==> config.mk <==
export PLATFORM = sky130hd
export DESIGN_NAME = vaddr_region_dec
export DESIGN_NICKNAME = d
export VERILOG_FILES = /design/src/rtl/vrd_pkg.sv /design/src/rtl/vrd_window.sv /design/src/rtl/vrd_classify.sv /design/src/rtl/vrd_map.sv /design/src/rtl/vaddr_region_dec.sv
export SDC_FILE = /design/constraint.sdc
export NUM_CORES = 1
export LEC_CHECK = 0
export BUFFER_PORTS_ARGS = -buffer_cell sky130_fd_sc_hd__buf_4
export CORE_MARGIN = 2
export CORE_UTILIZATION = 43
export CTS_CLUSTER_DIAMETER = 60
export DETAILED_ROUTE_END_ITERATION = 8
export PLACE_DENSITY = 0.8
export SYNTH_ARGS = -nofsm -noshare
export SYNTH_HDL_FRONTEND = slang
export SYNTH_SLANG_ARGS = --single-unit
==> constraint.sdc <==
create_clock -name clk -period 1.22 [get_ports clk]
set_input_delay 0.244 -clock clk [delete_from_list [all_inputs] [get_ports clk]]
set_output_delay 0.244 -clock clk [all_outputs]
set_load 0.01 [all_outputs]
==> src/rtl/vrd_pkg.sv <==
package vrd_pkg;

    typedef enum logic [2:0] {
        RG_XLATE  = 3'd0,
        RG_STORE  = 3'd1,
        RG_DIRECT = 3'd2,
        RG_CTRL   = 3'd3,
        RG_RESV   = 3'd4
    } region_e;

    typedef enum logic [1:0] {
        GR_NONE = 2'b00,
        GR_RW   = 2'b10
    } grant_e;

    typedef struct packed {
        logic        valid;
        logic [31:0] paddr;
        grant_e      grant;
        logic        tlb_req;
        logic        addr_err;
    } result_t;

endpackage

==> src/rtl/vrd_window.sv <==
module vrd_window #(
    parameter int          ADDR_W = 32,
    parameter logic [31:0] BASE   = 32'h0,
    parameter logic [31:0] LAST   = 32'hFFFF_FFFF
) (
    input  logic [ADDR_W-1:0] addr,
    output logic              hit
);
    localparam logic [ADDR_W-1:0] LO = BASE[ADDR_W-1:0];
    localparam logic [ADDR_W-1:0] HI = LAST[ADDR_W-1:0];
    localparam bit LO_OPEN = (LO == '0);
    localparam bit HI_OPEN = (HI == '1);

    generate
        if (LO_OPEN && HI_OPEN) begin : g_all
            assign hit = 1'b1;
        end else if (LO_OPEN) begin : g_upper
            assign hit = (addr <= HI);
        end else if (HI_OPEN) begin : g_lower
            assign hit = (addr >= LO);
        end else begin : g_both
            assign hit = (addr >= LO) && (addr <= HI);
        end
    endgenerate

endmodule

==> src/rtl/vrd_classify.sv <==
module vrd_classify
    import vrd_pkg::*;
#(
    parameter int          ADDR_W     = 32,
    parameter logic [31:0] XL_LO_LAST = 32'h7FFF_FFFF,
    parameter logic [31:0] XL_HI_BASE = 32'hC000_0000,
    parameter logic [31:0] XL_HI_LAST = 32'hDFFF_FFFF,
    parameter logic [31:0] SQ_BASE    = 32'hE000_0000,
    parameter logic [31:0] SQ_LAST    = 32'hE3FF_FFFF,
    parameter logic [31:0] DM_BASE    = 32'h8000_0000,
    parameter logic [31:0] DM_LAST    = 32'hBFFF_FFFF,
    parameter logic [31:0] CR_BASE    = 32'hF000_0000
) (
    input  logic [ADDR_W-1:0] vaddr,
    output region_e           region
);
    logic hit_xl_lo, hit_xl_hi, hit_sq, hit_dm, hit_cr;

    vrd_window #(.ADDR_W(ADDR_W), .BASE(32'h0),      .LAST(XL_LO_LAST))
        u_xl_lo (.addr(vaddr), .hit(hit_xl_lo));
    vrd_window #(.ADDR_W(ADDR_W), .BASE(XL_HI_BASE), .LAST(XL_HI_LAST))
        u_xl_hi (.addr(vaddr), .hit(hit_xl_hi));
    vrd_window #(.ADDR_W(ADDR_W), .BASE(SQ_BASE),    .LAST(SQ_LAST))
        u_sq    (.addr(vaddr), .hit(hit_sq));
    vrd_window #(.ADDR_W(ADDR_W), .BASE(DM_BASE),    .LAST(DM_LAST))
        u_dm    (.addr(vaddr), .hit(hit_dm));
    vrd_window #(.ADDR_W(ADDR_W), .BASE(CR_BASE),    .LAST(32'hFFFF_FFFF))
        u_cr    (.addr(vaddr), .hit(hit_cr));

    // Priority follows the decode order: translated, store queue, direct, control.
    always_comb begin
        if (hit_xl_lo || hit_xl_hi) begin
            region = RG_XLATE;
        end else if (hit_sq) begin
            region = RG_STORE;
        end else if (hit_dm) begin
            region = RG_DIRECT;
        end else if (hit_cr) begin
            region = RG_CTRL;
        end else begin
            region = RG_RESV;
        end
    end

endmodule

==> src/rtl/vrd_map.sv <==
module vrd_map
    import vrd_pkg::*;
#(
    parameter int ADDR_W = 32,
    parameter int PHYS_W = 29
) (
    input  logic              req,
    input  logic [ADDR_W-1:0] vaddr,
    input  region_e           region,
    input  logic              fetch,
    input  logic              user,
    input  logic              xlate_en,
    output result_t           res
);
    localparam logic [ADDR_W-1:0] PHYS_MASK = ADDR_W'((64'd1 << PHYS_W) - 64'd1);

    logic [ADDR_W-1:0] folded;
    logic [31:0]       folded_w;
    logic [31:0]       raw_w;

    assign folded   = vaddr & PHYS_MASK;
    assign folded_w = 32'(folded);
    assign raw_w    = 32'(vaddr);

    always_comb begin
        res          = '0;
        res.valid    = req;
        res.grant    = GR_NONE;
        if (req) begin
            unique case (region)
                RG_XLATE: begin
                    if (xlate_en) begin
                        res.tlb_req = 1'b1;
                        res.paddr   = raw_w;
                    end else begin
                        res.paddr   = folded_w;
                        res.grant   = GR_RW;
                    end
                end
                RG_STORE: begin
                    res.paddr = raw_w;
                    res.grant = GR_RW;
                end
                RG_DIRECT: begin
                    if (user) begin
                        res.addr_err = 1'b1;
                    end else begin
                        res.paddr = folded_w;
                        res.grant = GR_RW;
                    end
                end
                RG_CTRL: begin
                    if (user || fetch) begin
                        res.addr_err = 1'b1;
                    end else begin
                        res.paddr = raw_w;
                        res.grant = GR_RW;
                    end
                end
                default: begin
                    res.addr_err = 1'b1;
                end
            endcase
        end
    end

endmodule

==> src/rtl/vaddr_region_dec.sv <==
module vaddr_region_dec
    import vrd_pkg::*;
#(
    parameter int ADDR_W = 32,
    parameter int PHYS_W = 29
) (
    input  logic        clk,
    input  logic        rst_n,
    input  logic        in_valid,
    input  logic [31:0] in_vaddr,
    input  logic        in_fetch,
    input  logic        in_user,
    input  logic        xlate_en,
    output logic        out_valid,
    output logic [31:0] out_paddr,
    output logic [1:0]  out_grant,
    output logic        out_tlb_req,
    output logic        out_addr_err
);
    region_e region;
    result_t map_res;
    result_t res_d, res_q;
    logic [ADDR_W-1:0] va;

    assign va = in_vaddr[ADDR_W-1:0];

    vrd_classify #(.ADDR_W(ADDR_W)) u_classify (
        .vaddr  (va),
        .region (region)
    );

    vrd_map #(.ADDR_W(ADDR_W), .PHYS_W(PHYS_W)) u_map (
        .req      (in_valid),
        .vaddr    (va),
        .region   (region),
        .fetch    (in_fetch),
        .user     (in_user),
        .xlate_en (xlate_en),
        .res      (map_res)
    );

    always_comb begin
        res_d = map_res;
        if (!map_res.valid) begin
            res_d = '0;
        end
    end

    always_ff @(posedge clk) begin
        if (!rst_n) begin
            res_q <= '0;
        end else begin
            res_q <= res_d;
        end
    end

    assign out_valid    = res_q.valid;
    assign out_paddr    = res_q.paddr;
    assign out_grant    = res_q.grant;
    assign out_tlb_req  = res_q.tlb_req;
    assign out_addr_err = res_q.addr_err;

endmodule

==> results.md <==
Status:
- The flow ran to the end, and the final reports show no timing, DRC or antenna violations.

Global routing:
- The total overflow left after global routing is 0.
- The number of global-route vias before repair is 1139.
- The largest net degree at the start of global routing is 32.
- The global router's overall resource usage is 18.7%.
- The initial antenna violation count is 0.
- The first global-routing pass estimated between 4000 and 5000 um of wire.

Synth:
- The share of synthesized flip-flops with an asynchronous set or reset is 0%.
- The cell accounting for the most synthesized area is sky130_fd_sc_hd__dfxtp_1.
- The area share of the largest cell type after synthesis is 52.0%.
- The mapped netlist covers 1390 um^2.
- The number of standard cells after synthesis is 130.
- By count the netlist is led by 36 x sky130_fd_sc_hd__dfxtp_1, 31 x sky130_fd_sc_hd__inv_1, 20 x sky130_fd_sc_hd__a211oi_1.
- The number of nets handed over by synthesis was 168.
- The most instantiated library cell after synthesis is sky130_fd_sc_hd__dfxtp_1.
- The post-synthesis area per instance is 10.7 um^2.
- In the synthesized netlist the dominant register cell turns out to be sky130_fd_sc_hd__dfxtp_1.
- During synthesis, Yosys emitted a total of 0 warnings.
- Sorting the synthesized cells by area gives the leading types as sky130_fd_sc_hd__dfxtp_1 52%, sky130_fd_sc_hd__a211oi_1 11%, sky130_fd_sc_hd__a211oi_2 11%.
- Yosys mapped a number of flops with a built-in enable equal to 0.
- The register area share after synthesis is 52.0%.
- Counting flops and latches in the post-synthesis netlist gives 36.
- The number of library cell types mapped by synthesis is 25.

CTS:
- The number of buffers on the longest clock path is 2.
- The post-cts resize count is 0.
- The register clock-pin slew on the reported worst setup and hold paths is 0.10 ns.
- The count of hold-fix buffers inserted at cts is 0.
- The clock net in this run drives a total of 36 sinks.
- Clock tree synthesis selected as its root buffer the cell sky130_fd_sc_hd__clkbuf_4.
- The number of buffers created by CTS is 5.
- The post-CTS setup repair buffer count is 0.
- The number of H-tree levels is 2.
- TritonCTS built the clock tree.

Power:
- The net switching power is ~0.00057 W.
- Sequential cells account for a little over half of the total power.
- Summed over all cells, the static leakage comes to roughly 1.0 nW.
- Cell internal power was estimated by the tool at 0.00175 W.
- Of the total power, the clock network draws between 20% and 30%.
- Per report_power, the combinational group accounts for 17.2% of the total.
- Power spread over the standard cell area amounts to ~1100 nW/um^2.
- The fraction of power spent switching nets is 24.5%.
- The worst-case IR drop observed on VDD is 0.000691 V.

Floorplan:
- The total area inside the core boundary comes to just over 3000 um^2.
- Once the floorplan was initialized, standard cells occupied a little under half of the core.
- The floorplan step set the die height to 60.8 um.
- The die width is roughly 61 um.
- The number of placement rows is 20.
- The die area is ~3700 um^2.
- The I/O pin total is 75.

Critical path:
- The startpoint class of the critical path is a flop.
- The slowest library cell on the worst path is sky130_fd_sc_hd__dfxtp_1.
- The critical path's largest stage delay is 0.34 ns.
- The critical path goes through buf_4.
- Along the worst path, the maximum fanout reaches 1.
- The family with the most delay on the worst path is flip-flops.
- The kind of end point of the critical path is an output port.
- The setup path with the least slack is of type flop to output port.
- The critical path required time is 0.98 ns.
- The data arrival time at the worst-slack endpoint is 0.80 ns.
- The number of buffers and inverters on the critical path is 1.

Place:
- The worst setup slack before clock tree synthesis is -0.124 ns.
- The routability congestion estimate is around 0.74.
- The number of placed instances, taps included, is about 250.
- After legalization and detailed placement, the total HPWL measured roughly 2400 um.
- Input and output buffers added on the ports amount to between 70 and 80.

Detailed routing:
- The remaining routing DRC violations is 0.
- In this run, the number of DRC markers left after iteration 0 of detailed routing was 22.
- The final wirelength is about 3100 um.
- Once detail routing completed, the nets flagged for antenna violations numbered 0.
- Dividing the detail-routed via count by the number of cells gives 4.64.
- In the detailed route, the total length drawn on met2 is around 1700 um.
- In the final routed layout, each cell accounts on average for 12.4 um.
- The detailed router used layers up to and including met4.
- For this block, wires on met1 add up to 1170 um.
- After detailed routing, the met3 layer carries 207 um of wire.
- The total via count after detailed routing is between 1000 and 1500.
- For this run, the detailed router's first-pass iteration total came to 4.

STA:
- Final hold analysis gives a worst-case slack of ~0.12 ns.
- The hold violation total from the final report came to 0.
- Setup repair after global routing left no endpoint under its margin.
- The final count of pins violating max slew is 0.
- The final worst-path cycle share is 85.6%.
- The count of final setup violators is 0.
- In the final timing run, aggregate negative setup slack is 0 ns.
- The time the final worst path needs with I/O delays and setup is about 1.0 ns.
- The worst setup slack after layout is around 0.18 ns.
- For this run, the top clock speed supported by timing is 957 MHz.

Worst hold path:
- The origin of the worst min-delay path is in_vaddr[24].
- The cell count of the worst hold path is 3.
- The worst hold path belongs to the class input pin to flop.
- For hold timing, the worst endpoint is out_paddr[24]$_SDFF_PN0_.

Final layout:
- Of the cells placed in the final design, the portion with a size suffix greater than 1 is approximately half.
- The number of nets in the layout is between 200 and 250.
- In the final layout, the multi-input gates occupy 468 um^2.
- 0 antenna diodes ended up in the layout.
- The final standard cell count with taps included and fillers excluded is 252.
- The area added between synthesis and finish is 48.5%.
- The final-layout fill cell count is 260.
- The register area is 721 um^2.

Run:
- Max-cap violations in this run came to 0.
-- metrics by stage --
| stage | utilization (%) | total power, W | area (um^2) |
|---|---|---|---|
| finish | 67.4 | 0.00232 | 2060 |
| global route | 67.4 | 0.00243 | 2060 |
| CTS | 67.4 | 0.00235 | 2060 |
| detailed placement | 65.3 | 0.00166 | 1990 |
| global placement | 65.3 | 0.00165 | 1990 |
| floorplan | - | 0.00145 | 1390 |
-- logic make-up (layout without fill, tap and decap cells) --
kind of cell    Yosys count  in the layout  share of synthesized area (%)
flops                    36             36                           52.0
other cells               1              1                          0.270
compound gates           42             42                           28.0
simple gates             10             10                           5.24
buf+inv                  41            119                           14.5
-- flip-flops by register name (all words and copies together) (netlist names) --
register and cells:
out_addr_err 1, out_paddr 32, out_valid 1, out_tlb_req 1, out_grant 1
-- per-layer routing --
layer | global-route usage [%] | vias up
met4 | 12.1 | 0
li1 | - | 591
met5 | 0 | -
met3 | 5.12 | 7
met2 | 33.6 | 46
met1 | 18.9 | 526
-- layout make-up --
type | count | share of cell area (%)
Sequential cell | 36 | 35.0
Inverter | 31 | 5.65
Timing Repair Buffer | 81 | 30.8
Clock buffer | 7 | 3.16
Multi-Input combinational cell | 53 | 22.7
Tap cell | 44 | 2.67
-- cells in the final DEF, fill, tap and decap left out, types with 2 or more instances in the layout --
cell and n:
sky130_fd_sc_hd__buf_4 79, sky130_fd_sc_hd__dfxtp_1 36, sky130_fd_sc_hd__inv_1 31, sky130_fd_sc_hd__a211oi_1 20, sky130_fd_sc_hd__a211oi_2 12, sky130_fd_sc_hd__clkbuf_4 5, sky130_fd_sc_hd__nand2_1 3, sky130_fd_sc_hd__o211ai_1 3
sky130_fd_sc_hd__o21ai_2 2, sky130_fd_sc_hd__clkbuf_8 2, sky130_fd_sc_hd__buf_12 2
-- power groups by stage --
stage          Sequential [W]  Combinational (W)  Clock (W)
6_report              0.00123           0.000398   0.000691
5_1_grt               0.00124           0.000435   0.000760
4_1_cts               0.00123           0.000402   0.000710
3_5_place_dp          0.00126           0.000401          0
3_3_place_gp          0.00126           0.000389          0
2_1_floorplan         0.00128           0.000166          0
-- worst max path at each step --
stage	startpoint	to	slack, ns	cells past startpoint
6_report	out_paddr[21]$_SDFF_PN0_	out_paddr[21]	0.18	1
5_1_grt	out_paddr[21]$_SDFF_PN0_	out_paddr[21]	0.13	1
3_3_place_gp	in_vaddr[26]	out_paddr[26]$_SDFF_PN0_	-0.02	5
2_1_floorplan	in_vaddr[26]	out_grant[1]$_SDFF_PN0_	0.15	5
4_1_cts	out_paddr[21]$_SDFF_PN0_	out_paddr[21]	0.16	1
3_5_place_dp	in_vaddr[26]	out_paddr[26]$_SDFF_PN0_	-0.12	5
Note: power is estimated with default switching activity, not from simulation.
